===== config.mk =====
export PLATFORM = sky130hd
export DESIGN_NAME = timer_chan
export DESIGN_NICKNAME = d
export VERILOG_FILES = /design/src/rtl/chan_pkg.sv /design/src/rtl/chan_edge_det.sv /design/src/rtl/chan_cmp.sv /design/src/rtl/chan_out_fsm.sv /design/src/rtl/timer_chan.sv
export SDC_FILE = /design/constraint.sdc
export NUM_CORES = 1
export LEC_CHECK = 0
export ABC_AREA = 1
export ABC_CLOCK_PERIOD_IN_PS = 5900
export BUFFER_PORTS_ARGS = -buffer_cell sky130_fd_sc_hd__buf_2
export CAP_MARGIN = 40
export CORE_AREA = 3 3 68 70
export CTS_CLUSTER_DIAMETER = 40
export CTS_CLUSTER_SIZE = 25
export DETAILED_ROUTE_END_ITERATION = 7
export DIE_AREA = 0 0 71 73
export PLACE_DENSITY = 0.84
export SETUP_SLACK_MARGIN = 0.02
export SYNTH_ARGS = -nofsm -noshare
export SYNTH_HDL_FRONTEND = slang
export SYNTH_HIERARCHICAL = 1
export SYNTH_SLANG_ARGS = --single-unit

===== constraint.sdc =====
create_clock -name clk -period 5.9 [get_ports clk]
set_clock_uncertainty 0.1 [all_clocks]
set_input_delay 0.59 -clock clk [delete_from_list [all_inputs] [get_ports clk]]
set_output_delay 0.59 -clock clk [all_outputs]
set_load 0.02 [all_outputs]

===== src/rtl/chan_pkg.sv =====
package chan_pkg;
    localparam int LVL_LSB   = 0;
    localparam int MODE_LSB  = 2;
    localparam int IE_BIT    = 4;
    localparam int FLAG_BIT  = 5;
    localparam int CTRL_BITS = 6;

    typedef enum logic [2:0] {
        ST_OFF, ST_CAPT, ST_CMP, ST_PWM, ST_PLS_HI, ST_PLS_LO
    } chan_st_e;

    function automatic chan_st_e st_decode(input logic [1:0] mode, input logic [1:0] lvl);
        chan_st_e s;
        case (mode)
            2'b00:   s = (lvl == 2'b00) ? ST_OFF : ST_CAPT;
            2'b01:   s = ST_CMP;
            2'b10:   s = ST_PWM;
            default: s = (lvl == 2'b01) ? ST_PLS_HI : ((lvl == 2'b10) ? ST_PLS_LO : ST_OFF);
        endcase
        return s;
    endfunction
endpackage


===== src/rtl/chan_edge_det.sv =====
module chan_edge_det #(
    parameter int STAGES = 2
) (
    input  logic       clk,
    input  logic       rst_n,
    input  logic       sig_in,
    input  logic [1:0] sel,
    output logic       evt
);
    logic [STAGES:0] sh_q;
    logic            rise;
    logic            fall;

    always_ff @(posedge clk or negedge rst_n) begin
        if (!rst_n) sh_q <= '0;
        else        sh_q <= {sh_q[STAGES-1:0], sig_in};
    end

    assign rise = sh_q[STAGES-1] & ~sh_q[STAGES];
    assign fall = ~sh_q[STAGES-1] & sh_q[STAGES];
    assign evt  = (sel[0] & rise) | (sel[1] & fall);
endmodule


===== src/rtl/chan_cmp.sv =====
module chan_cmp #(
    parameter int W = 16
) (
    input  logic         clk,
    input  logic         rst_n,
    input  logic [W-1:0] cnt,
    input  logic [W-1:0] val,
    output logic         hit,
    output logic         below
);
    logic eq_q;
    logic eq;

    assign eq    = (cnt == val);
    assign hit   = eq & ~eq_q;
    assign below = (cnt < val);

    always_ff @(posedge clk or negedge rst_n) begin
        if (!rst_n) eq_q <= 1'b0;
        else        eq_q <= eq;
    end
endmodule


===== src/rtl/chan_out_fsm.sv =====
module chan_out_fsm
    import chan_pkg::*;
(
    input  logic       clk,
    input  logic       rst_n,
    input  chan_st_e   st,
    input  logic [1:0] lvl,
    input  logic       hit,
    input  logic       below,
    output logic       pin
);
    always_ff @(posedge clk or negedge rst_n) begin
        if (!rst_n) begin
            pin <= 1'b0;
        end else begin
            unique case (st)
                ST_OFF, ST_CAPT: pin <= 1'b0;
                ST_CMP: begin
                    if (hit) begin
                        case (lvl)
                            2'b01:   pin <= ~pin;
                            2'b10:   pin <= 1'b0;
                            2'b11:   pin <= 1'b1;
                            default: pin <= pin;
                        endcase
                    end
                end
                ST_PWM: begin
                    if (lvl == 2'b10)      pin <= below;
                    else if (lvl == 2'b01) pin <= ~below;
                    else                   pin <= 1'b0;
                end
                ST_PLS_HI: pin <= hit;
                ST_PLS_LO: pin <= ~hit;
            endcase
        end
    end
endmodule


===== src/rtl/timer_chan.sv =====
module timer_chan
    import chan_pkg::*;
#(
    parameter int W         = 16,
    parameter int SYNC_FLOPS = 2
) (
    input  logic         clk,
    input  logic         rst_n,
    input  logic [W-1:0] cnt_in,
    input  logic         wr_en,
    input  logic         wr_sel,
    input  logic [W-1:0] wr_data,
    input  logic         rd_sel,
    output logic [W-1:0] rd_data,
    input  logic         cap_in,
    output logic         pin_out,
    output logic         irq
);
    localparam int PAD = W - CTRL_BITS;

    chan_st_e     st_q;
    logic [1:0]   mode_q;
    logic [1:0]   lvl_q;
    logic         ie_q;
    logic         flag_q;
    logic [W-1:0] val_q;
    logic         ctrl_wr;
    logic         val_wr;
    logic         hit;
    logic         below;
    logic         cap_evt;
    logic         cap_take;
    logic         cmp_evt;
    logic [1:0]   cap_sel;

    assign ctrl_wr = wr_en & ~wr_sel;
    assign val_wr  = wr_en & wr_sel;

    // state register: loaded only by a control write
    always_ff @(posedge clk or negedge rst_n) begin
        if (!rst_n) begin
            st_q   <= ST_OFF;
            mode_q <= 2'b00;
            lvl_q  <= 2'b00;
            ie_q   <= 1'b0;
        end else if (ctrl_wr) begin
            st_q   <= st_decode(wr_data[MODE_LSB+1:MODE_LSB], wr_data[LVL_LSB+1:LVL_LSB]);
            mode_q <= wr_data[MODE_LSB+1:MODE_LSB];
            lvl_q  <= wr_data[LVL_LSB+1:LVL_LSB];
            ie_q   <= wr_data[IE_BIT];
        end
    end

    assign cap_sel = (st_q == ST_CAPT) ? lvl_q : 2'b00;

    chan_edge_det #(.STAGES(SYNC_FLOPS)) u_edge (
        .clk(clk), .rst_n(rst_n), .sig_in(cap_in), .sel(cap_sel), .evt(cap_evt)
    );

    chan_cmp #(.W(W)) u_cmp (
        .clk(clk), .rst_n(rst_n), .cnt(cnt_in), .val(val_q), .hit(hit), .below(below)
    );

    chan_out_fsm u_out (
        .clk(clk), .rst_n(rst_n), .st(st_q), .lvl(lvl_q), .hit(hit), .below(below), .pin(pin_out)
    );

    assign cap_take = (st_q == ST_CAPT) & cap_evt;
    assign cmp_evt  = hit & (st_q != ST_OFF) & (st_q != ST_CAPT);

    always_ff @(posedge clk or negedge rst_n) begin
        if (!rst_n)        val_q <= '0;
        else if (cap_take) val_q <= cnt_in;
        else if (val_wr)   val_q <= wr_data;
    end

    always_ff @(posedge clk or negedge rst_n) begin
        if (!rst_n)                              flag_q <= 1'b0;
        else if (cap_take || cmp_evt)            flag_q <= 1'b1;
        else if (ctrl_wr && wr_data[FLAG_BIT])   flag_q <= 1'b0;
    end

    assign irq     = flag_q & ie_q;
    assign rd_data = rd_sel ? val_q : {{PAD{1'b0}}, flag_q, ie_q, mode_q, lvl_q};
endmodule


==> flow_summary.json, run 1 <==
{
  "run_status": "completed",
  "path_class": "reg -> reg",
  "drt_iter0_markers": 142,
  "wl_per_cell_um": 12.4,
  "yosys.area_share.xor_xnor": 0,
  "final.hold.worst_slack_ns": 0.241,
  "row_count": 23,
  "remaining_drc_errors": 0,
  "setup.worst_path.end": "val_q[8]$_DFFE_PN0P_",
  "cp_cell_sequence": "nand2_1, nor2_1, nand3_1, nand2_1, nand3_4, nand3_1, nand2_1",
  "wp_depth": 7,
  "nets": 457,
  "floorplan.die_area_um2": 5180,
  "yosysWarnings": 6,
  "startpoint_of_the_lowest_slack_register_to_register_path": "st_q[0]$_DFFE_PN0P_",
  "seq_area_frac_synth": 0.319,
  "worst_r2r_path_depth": 7,
  "peak_vdd_ir_v": 0.000167,
  "grt_pass1_vias": 2163,
  "antenna-diode-count": 0,
  "synth_top_family_by_area": "simple AND/OR/NAND/NOR gates",
  "synthDominantAreaCellType": "dfrtp_1",
  "cts-root-buf": "clkbuf_8",
  "num_vias": 2276,
  "finalWeightedCongestion": 0.805,
  "cts.path.max_buffers": 2,
  "setup_repair_after_global_routing_missed_its_margin": "no",
  "worst_path_largest_cell_delay_ns": 0.85,
  "n_fill_cell": 350,
  "req_time_crit_path_ns": 5.98,
  "pwr-share-seq": 0.364,
  "cp-end-kind": "register",
  "drt_pre_antenna_iters": 4,
  "final_max_slew_viol_count": 0,
  "mappedNetlistNets": 408,
  "switchingPower_w": 0.000243,
  "critPathArrivalTime_ns": 2.65,
  "power.share.switching": 0.331,
  "timing.final.hold_violations": 0,
  "antenna_found_initial": 0,
  "floorplan.core_area_um2": 4030,
  "cp-startpoint": "st_q[0]$_DFFE_PN0P_",
  "ys_top_cells_by_area": "dfrtp_1 (32%), nand2_1 (20%), ha_1 (13%)",
  "cts_setup_buffers": 0,
  "synthCells": 346,
  "final_core_util": 0.684,
  "clkTransAtPathRegs_ns": 0.07,
  "cellLeakagePower_nw": 1.73,
  "timing.critical_path.slowest_stage_cell": "dfrtp_1",
  "synth_adder_area_share": 0.128,
  "ant_nets": 0,
  "timing_worst_slew_pin_value_ns": 0.782,
  "htree_levels": 2,
  "part_of_the_power_in_combinational_logic": 0.273,
  "hp-class": "in -> async",
  "muxShareOfSynthArea": 0.0143,
  "syn-cell-area_um2": 2350,
  "worstReg2RegEnd": "val_q[8]$_DFFE_PN0P_",
  "initial_core_util": 0.584,
  "layout-area-overhead-vs-synth_pct": 17.0,
  "dpl.hpwl_um": 4030,
  "synth_cell_types": 24,
  "worst-path-buf-inv": 0,
  "grt_max_degree": 34,
  "post_cts.resized_instances": 0,
  "synthSimpleGateAreaFrac": 0.351,
  "post_cts_hold_buffer_count": 0,
  "final.setup.tns_ns": 0,
  "finalCriticalPeriod_ns": 2.57,
  "number_of_port_buffers": 55,
  "max_freq_mhz": 389,
  "layout-drive-gt1-share": 0.187,
  "share_of_the_synthesized_area_in_compound_gates_ao_oa_aoi_oai": 0.0425,
  "global_route.usage.total": 0.230,
  "number_of_top_level_design_ports": 56,
  "grt.overflow.total": 0,
  "setup_viol": 0,
  "placed_cells": 438,
  "vias_per_cell": 5.10,
  "yosys_top_cell_area_share": 0.319,
  "slew-limit-headroom": 0.479,
  "fp.dieW_um": 71,
  "routed_wirelength_um": 5520,
  "cp-start-kind": "register",
  "clkLatencyLatePin_ns": 0.29,
  "grt_first_pass_wirelength_um": 9460,
  "period_share": 0.435,
  "timing.critical_path.fanout_max": 33,
  "internal-power_w": 0.000491,
  "power_per_cell_area_nw_per_um2": 267,
  "numCtsBuffers": 5,
  "postSynthRegisterBits": 30,
  "cts_tree": "yes",
  "cts_num_sinks": 30,
  "reg2reg_slack_ns": 3.33,
  "cpLargestDelayFamily": "simple AND/OR/NAND/NOR gates",
  "finish.cell_count_without_fillers": 446,
  "timing.critical_path.mode_cell": "nand2_1",
  "chipHeight_um": 73,
  "syn-mean-instance-area_um2": 6.81,
  "maxCapViolations": 0,
  "power.share.clock": 0.363
}
-- metal layers --
metal	up-vias	track usage	part of all wire
li1	1164	-	-
met1	1024	0.285	0.44
met2	82	0.402	0.48
met3	6	0.0537	0.072
met4	0	0.0605	0.0096
met5	-	0	0
-- cells in the final DEF (no fill, tap or decap) --
cell         n
a21o_1       1
dfrtp_1     30
nor2_2       1
buf_2       55
nand2_1    125
nand4_2      1
a21oi_1      6
nand3b_1     1
nor2_4       1
nand4_1     17
nor2_1      13
inv_1       69
bufinv_16    2
clkbuf_8     6
mux2_2       3
ha_1        24
inv_2        1
o21ai_0     11
nand3_1     24
nor3_2       2
nand3_4      1
o21a_1       1
nand2_2      1
-- power groups by stage --
stage                     clock network, W  registers (W)  logic, W
after floorplan                          0       0.000259  0.000146
after global placement                   0       0.000269  0.000191
after detailed placement                 0       0.000270  0.000200
after CTS                         0.000267       0.000266  0.000201
after global routing              0.000277       0.000271  0.000232
final                             0.000266       0.000267  0.000201
-- metrics by stage --
step                setup slack, ns  instance area, um2  power [W]
finish                         3.33                2750   0.000734
global route                   3.11                2750   0.000780
CTS                            3.41                2750   0.000735
detailed placement             3.46                2610   0.000470
global placement               3.56                2610   0.000459
floorplan                      3.97                2350   0.000406
-- logic make-up (layout without fill, tap and decap cells) --
| family | Yosys count | after routing |
|---|---|---|
| AOI/OAI and AO/OA | 19 | 19 |
| adders and majority gates | 24 | 24 |
| buffers and inverters | 83 | 133 |
| DFF | 30 | 30 |
| muxes | 3 | 3 |
| and+or+nand+nor | 187 | 187 |
-- cell usage after synthesis, drive strengths merged --
library cell / number
a21o: 1
a21oi: 6
buf: 13
dfrtp: 30
ha: 24
inv: 70
mux2: 3
nand2: 126
nand3: 25
nand3b: 1
nand4: 18
nor2: 15
nor3: 2
o21a: 1
o21ai: 11
-- sequential cells by signal, summed over array words and instances (netlist names) --
signal and cells:
u_edge/sh_q 3, st_q 3, u_out/pin 1, val_q 16, flag_q 1, u_cmp/eq_q 1, lvl_q 2, ie_q 1
mode_q 2
-- area by class of cell --
type | instances | area, um2 | area share
tap | 50 | 62.6 | 0.0227
inverter | 70 | 263 | 0.0954
multi-input combinational | 233 | 1260 | 0.458
timing repair buffer | 55 | 275 | 0.100
sequential | 30 | 751 | 0.273
clock inverter | 2 | 60.1 | 0.0218
clock buffer | 6 | 82.6 | 0.0300
-- how the worst min path moves through the flow --
stage                                        start                        to  depth (start not counted)
after floorplan                              rst_n        flag_q$_DFFE_PN0P_                          0
after global placement    u_edge/sh_q[0]$_DFF_PN0_  u_edge/sh_q[1]$_DFF_PN0_                          0
after detailed placement  u_edge/sh_q[0]$_DFF_PN0_  u_edge/sh_q[1]$_DFF_PN0_                          0
after CTS                 u_edge/sh_q[0]$_DFF_PN0_  u_edge/sh_q[1]$_DFF_PN0_                          0
after global routing      u_edge/sh_q[0]$_DFF_PN0_  u_edge/sh_q[1]$_DFF_PN0_                          0
final                                        rst_n      val_q[8]$_DFFE_PN0P_                          1
Note: power is estimated with default switching activity, not from simulation.
==> inputs of run 2 (changes only) <==
- ABC_CLOCK_PERIOD_IN_PS: 5900 -> 2200
- CORE_AREA: 3 3 68 70 -> 3 3 74 76
- DIE_AREA: 0 0 71 73 -> 0 0 77 79
- PLACE_DENSITY: 0.84 -> 0.75
- clock period: 5.9 -> 2.2 ns (I/O delays scaled with it)
==> run 2 against run 1 <==
Against the previous run: sequential power grew to 2.6 times the previous value; final cell count is 5.4% higher; combinational power grew to 2.8 times the previous value; worst hold slack worse by 0.17 ns; largest cell class unchanged; register-to-register slack lost 3.1 ns; sequential share of layout area fell by 0.27 points; wire length decreased by 0.20%; total power increased by 140%; first-iteration DRC count down 23%; sequential cell count did not move; fmax rose by 33%.
==> flow_summary.json, run 2 (same netlist as run 1, synthesis figures left out) <==
{
  "drt_pre_antenna_iters": 4,
  "ant_nets": 0,
  "period_share": 0.879,
  "grt_pass1_vias": 2081,
  "antenna_found_initial": 0,
  "htree_levels": 2,
  "finalPower_w": 0.00173,
  "finalWeightedCongestion": 0.819,
  "cellLeakagePower_nw": 1.74,
  "largest_register_ff_count": 16,
  "global_route.usage.total": 0.188,
  "remaining_drc_errors": 0,
  "run_status": "completed",
  "dpl.hpwl_um": 4060,
  "placed_cells": 460,
  "reg.largest.list": "val_q x16, st_q x3, u_edge/sh_q x3",
  "hp-class": "in -> reg",
  "layout-area-overhead-vs-synth_pct": 18.1,
  "req_time_crit_path_ns": 2.27,
  "wl_per_cell_um": 11.7,
  "clkTransAtPathRegs_ns": 0.07,
  "cp-end-kind": "register",
  "timing.final.hold_violations": 0,
  "floorplan.die_area_um2": 6080,
  "cts_tree": "yes",
  "row_count": 25,
  "layout-drive-gt1-share": 0.194,
  "max_freq_mhz": 517,
  "final.setup.tns_ns": 0,
  "num_vias": 2266,
  "finalCriticalPeriod_ns": 1.93,
  "max_flop_register": "val_q",
  "numCtsBuffers": 5,
  "cts_num_sinks": 30,
  "most-common-layout-cells": "nand2_1 (125), inv_1 (69), buf_2 (55), dfrtp_1 (30)",
  "grt_first_pass_wirelength_um": 9320,
  "finish.cell_count_without_fillers": 470,
  "grt_max_degree": 34,
  "setup_viol": 0,
  "cts.path.max_buffers": 2,
  "nets": 464,
  "slew-limit-headroom": 0.537,
  "vias_per_cell": 4.82,
  "cp-start-kind": "register",
  "cts-root-buf": "clkbuf_8",
  "timing.critical_path.slowest_stage_cell": "dfrtp_1",
  "routed_wirelength_um": 5510,
  "antenna-diode-count": 0,
  "initial_core_util": 0.492,
  "timing.critical_path.mode_cell": "nand2_1",
  "timing.critical_path.fanout_max": 3,
  "setup_repair_after_global_routing_missed_its_margin": "no",
  "worst_path_largest_cell_delay_ns": 0.40,
  "path_class": "reg -> reg",
  "final_max_slew_viol_count": 0,
  "clkLatencyLatePin_ns": 0.29,
  "fp.dieW_um": 77,
  "maxCapViolations": 0,
  "cp_cell_sequence": "inv_1, ha_1, nand2_1, nor2_2, nand4_2, nor3_2, inv_1, nand2_1, nand2_1, nand2_1, nand2_1",
  "critPathArrivalTime_ns": 2.01,
  "peak_vdd_ir_v": 0.000267,
  "drt_iter0_markers": 109,
  "power_per_cell_area_nw_per_um2": 624,
  "number_of_port_buffers": 55,
  "mostFrequentLayoutCell": "nand2_1",
  "number_of_top_level_design_ports": 56,
  "chipHeight_um": 79,
  "floorplan.core_area_um2": 4790,
  "timing_worst_slew_pin_value_ns": 0.695,
  "grt.overflow.total": 0
}
==> run 2: final cells by class <==
| cell class | instances | area [um2] |
|---|---|---|
| clock buffers | 7 | 86.3 |
| clock inverters | 1 | 5.00 |
| fillers | 474 | 2000 |
| inverters | 70 | 263 |
| multi-input cells | 233 | 1260 |
| flip-flops and latches | 30 | 751 |
| well taps | 67 | 83.8 |
| repair buffers | 62 | 333 |
==> run 2: what timing repair did <==
action	in CTS	in global routing
gates resized for setup	0	0
hold endpoints to repair	31	0
buffers inserted	0	0
hold buffers	2	0
==> run 2: worst max-delay path, delay by kind of cell (launching register included) <==
kind	cells	cell delay, ns
flip-flops	1	0.40
buffers and inverters	2	0.14
AND/OR/NAND/NOR	8	0.90
adder cells (fa/ha/maj)	1	0.29
==> run 2: per-stage QoR <==
stage	utilization	hold WS [ns]	worst slack [ns]	area [um2]
final	0.581	0.0739	0.266	2780
after global routing	0.581	0.106	0.0669	2780
after CTS	0.581	0.0682	0.290	2780
after detailed placement	0.558	0.208	0.319	2670
after global placement	0.558	0.218	0.359	2670
after floorplan	-	-0.176	0.324	2350
==> run 2: path summary, 6_finish.rpt <==
kind | to | cells past startpoint | slack [ns] | from
max in group asynchronous | val_q[0]$_DFFE_PN0P_ | 2 | 1.13 | rst_n
min in group asynchronous | val_q[9]$_DFFE_PN0P_ | 2 | 0.41 | rst_n
min | ie_q$_DFFE_PN0P_ | 3 | 0.07 | wr_data[4]
max | u_out/pin$_DFFE_PN0P_ | 11 | 0.27 | val_q[15]$_DFFE_PN0P_
min reg2reg | u_edge/sh_q[1]$_DFF_PN0_ | 0 | 0.25 | u_edge/sh_q[0]$_DFF_PN0_
max reg2reg | u_out/pin$_DFFE_PN0P_ | 11 | 0.27 | val_q[15]$_DFFE_PN0P_
==> run 2: power by group <==
| group | total, W | internal (W) | switching (W) |
|---|---|---|---|
| clock | 0.000470 | 0.000252 | 0.000218 |
| sequential | 0.000694 | 0.000628 | 0.0000664 |
| combinational | 0.000570 | 0.000218 | 0.000352 |
| total | 0.00173 | 0.00110 | 0.000636 |
==> run 2: layer usage <==
metal | global-route usage | vias up | share of wire
met3 | 0.0295 | 7 | 0.052
li1 | - | 1177 | -
met4 | 0.0534 | 0 | 0.011
met5 | 0 | - | 0
met1 | 0.254 | 1022 | 0.48
met2 | 0.314 | 60 | 0.46
==> inputs of run 3 (changes only) <==
- RECOVER_POWER: not set -> 25
==> run 3 against run 2 <==
Against the previous run: global-route usage unchanged; fmax decreased by 0.17%; wire length shrank 0.22%; clock power hardly changed; sequential cell count unchanged; total power decreased by 0.13%; count of clock-buffer cells in the layout is the same; critical path depth unchanged; non-clock buffer count did not move; die area unchanged; utilization shrank 0.13 points; highest routed layer unchanged; sequential power hardly changed.
==> flow_summary.json, run 3 (same netlist as run 1, synthesis figures left out) <==
{
  "run_status": "completed",
  "peak_vdd_ir_v": 0.000268,
  "grt_pass1_vias": 2081,
  "nets": 464,
  "antenna_found_initial": 0,
  "slew-limit-headroom": 0.485,
  "num_vias": 2256,
  "grt_first_pass_wirelength_um": 9320,
  "cts_tree": "yes",
  "hp-class": "in -> reg",
  "max_flop_register": "val_q",
  "grt.overflow.total": 0,
  "timing_worst_slew_pin_value_ns": 0.773,
  "cp-end-kind": "register",
  "number_of_port_buffers": 55,
  "finalCriticalPeriod_ns": 1.94,
  "grt_max_degree": 34,
  "vias_per_cell": 4.80,
  "global_route.usage.total": 0.188,
  "antenna-diode-count": 0,
  "clkLatencyLatePin_ns": 0.29,
  "dpl.hpwl_um": 4060,
  "routed_wirelength_um": 5500,
  "drt_pre_antenna_iters": 4,
  "wl_per_cell_um": 11.7,
  "final.setup.tns_ns": 0,
  "cts-root-buf": "clkbuf_8",
  "chipHeight_um": 79,
  "cts.path.max_buffers": 2,
  "final_max_slew_viol_count": 0,
  "fp.dieW_um": 77,
  "largest_register_ff_count": 16,
  "layout-drive-gt1-share": 0.186,
  "req_time_crit_path_ns": 2.27,
  "post_cts_hold_buffer_count": 2,
  "setup_viol": 0,
  "initial_core_util": 0.492,
  "number_of_top_level_design_ports": 56,
  "reg.largest.list": "val_q x16, st_q x3, u_edge/sh_q x3",
  "power_per_cell_area_nw_per_um2": 624,
  "timing.final.hold_violations": 0,
  "numCtsBuffers": 5,
  "max_freq_mhz": 516,
  "cp-start-kind": "register",
  "finish.instance_area_um2": 2780,
  "mostFrequentLayoutCell": "nand2_1",
  "final_core_util": 0.580,
  "drt_iter0_markers": 108,
  "floorplan.die_area_um2": 6080,
  "cts_num_sinks": 30,
  "path_class": "reg -> reg",
  "finalWeightedCongestion": 0.819,
  "cellLeakagePower_nw": 1.73,
  "layout-area-overhead-vs-synth_pct": 17.9,
  "row_count": 25,
  "most-common-layout-cells": "nand2_1 (125), inv_1 (69), buf_2 (52), dfrtp_1 (30)",
  "period_share": 0.881,
  "clkTransAtPathRegs_ns": 0.07,
  "floorplan.core_area_um2": 4790,
  "timing.critical_path.fanout_max": 3,
  "remaining_drc_errors": 0,
  "maxCapViolations": 0,
  "critPathArrivalTime_ns": 2.01,
  "htree_levels": 2,
  "post_cts.resized_instances": 0,
  "cts_setup_buffers": 0,
  "ant_nets": 0,
  "total_placed_instance_area_um2": 2670,
  "setup_repair_after_global_routing_missed_its_margin": "no"
}
==> run 3: changes by cell type in the layout (fill, tap and decap cells not counted) <==
cell,delta
buf_2,-3
clkbuf_1,+3
buf_4,-1
clkbuf_2,+1
==> run 3: per-stage QoR <==
stage          hold slack [ns]  std cells  total power, W  setup WS [ns]
2_1_floorplan           -0.176        346         0.00109          0.324
3_5_place_dp             0.208        460         0.00127          0.319
3_3_place_gp             0.218        460         0.00126          0.359
6_report                0.0739        470         0.00173          0.262
5_1_grt                  0.106        470         0.00186         0.0669
4_1_cts                 0.0682        470         0.00174          0.290
==> run 3: report_power, final <==
part,leakage (nW),internal (W),switching [W]
Clock,0.0482,0.000252,0.000218
Combinational,1.31,0.000216,0.000352
Sequential,0.372,0.000628,0.0000665
==> run 3: path summary, 6_finish.rpt <==
path	startpoint	end	slack, ns	cells after the start
min	wr_data[4]	ie_q$_DFFE_PN0P_	0.07	3
max reg2reg	val_q[15]$_DFFE_PN0P_	u_out/pin$_DFFE_PN0P_	0.26	11
max in group asynchronous	rst_n	val_q[0]$_DFFE_PN0P_	1.07	2
min reg2reg	u_edge/sh_q[0]$_DFF_PN0_	u_edge/sh_q[1]$_DFF_PN0_	0.25	0
max	val_q[15]$_DFFE_PN0P_	u_out/pin$_DFFE_PN0P_	0.26	11
min in group asynchronous	rst_n	val_q[9]$_DFFE_PN0P_	0.44	2
==> run 3: final cells by class <==
type	count	area (um2)
multi-input cells	233	1260
well taps	67	83.8
flip-flops and latches	30	751
repair buffers	62	327
clock inverters	1	5.00
fillers	477	2010
inverters	70	263
clock buffers	7	86.3
==> run 3: per-layer routing <==
metal  vias to the layer above  track usage  share of wire
met2                        54        0.314           0.45
met4                         0       0.0534          0.011
li1                       1178            -              -
met1                      1017        0.254           0.49
met5                         -            0              0
met3                         7       0.0295          0.048
==> run 3: worst max-delay path, stage by stage, from the launching register on <==
cell and delay, ns:
dfrtp_1 0.40, inv_1 0.06, ha_1 0.29, nand2_1 0.08, nor2_2 0.17, nand4_2 0.14
nor3_2 0.24, inv_1 0.08, nand2_1 0.09, nand2_1 0.07, nand2_1 0.06, nand2_1 0.05
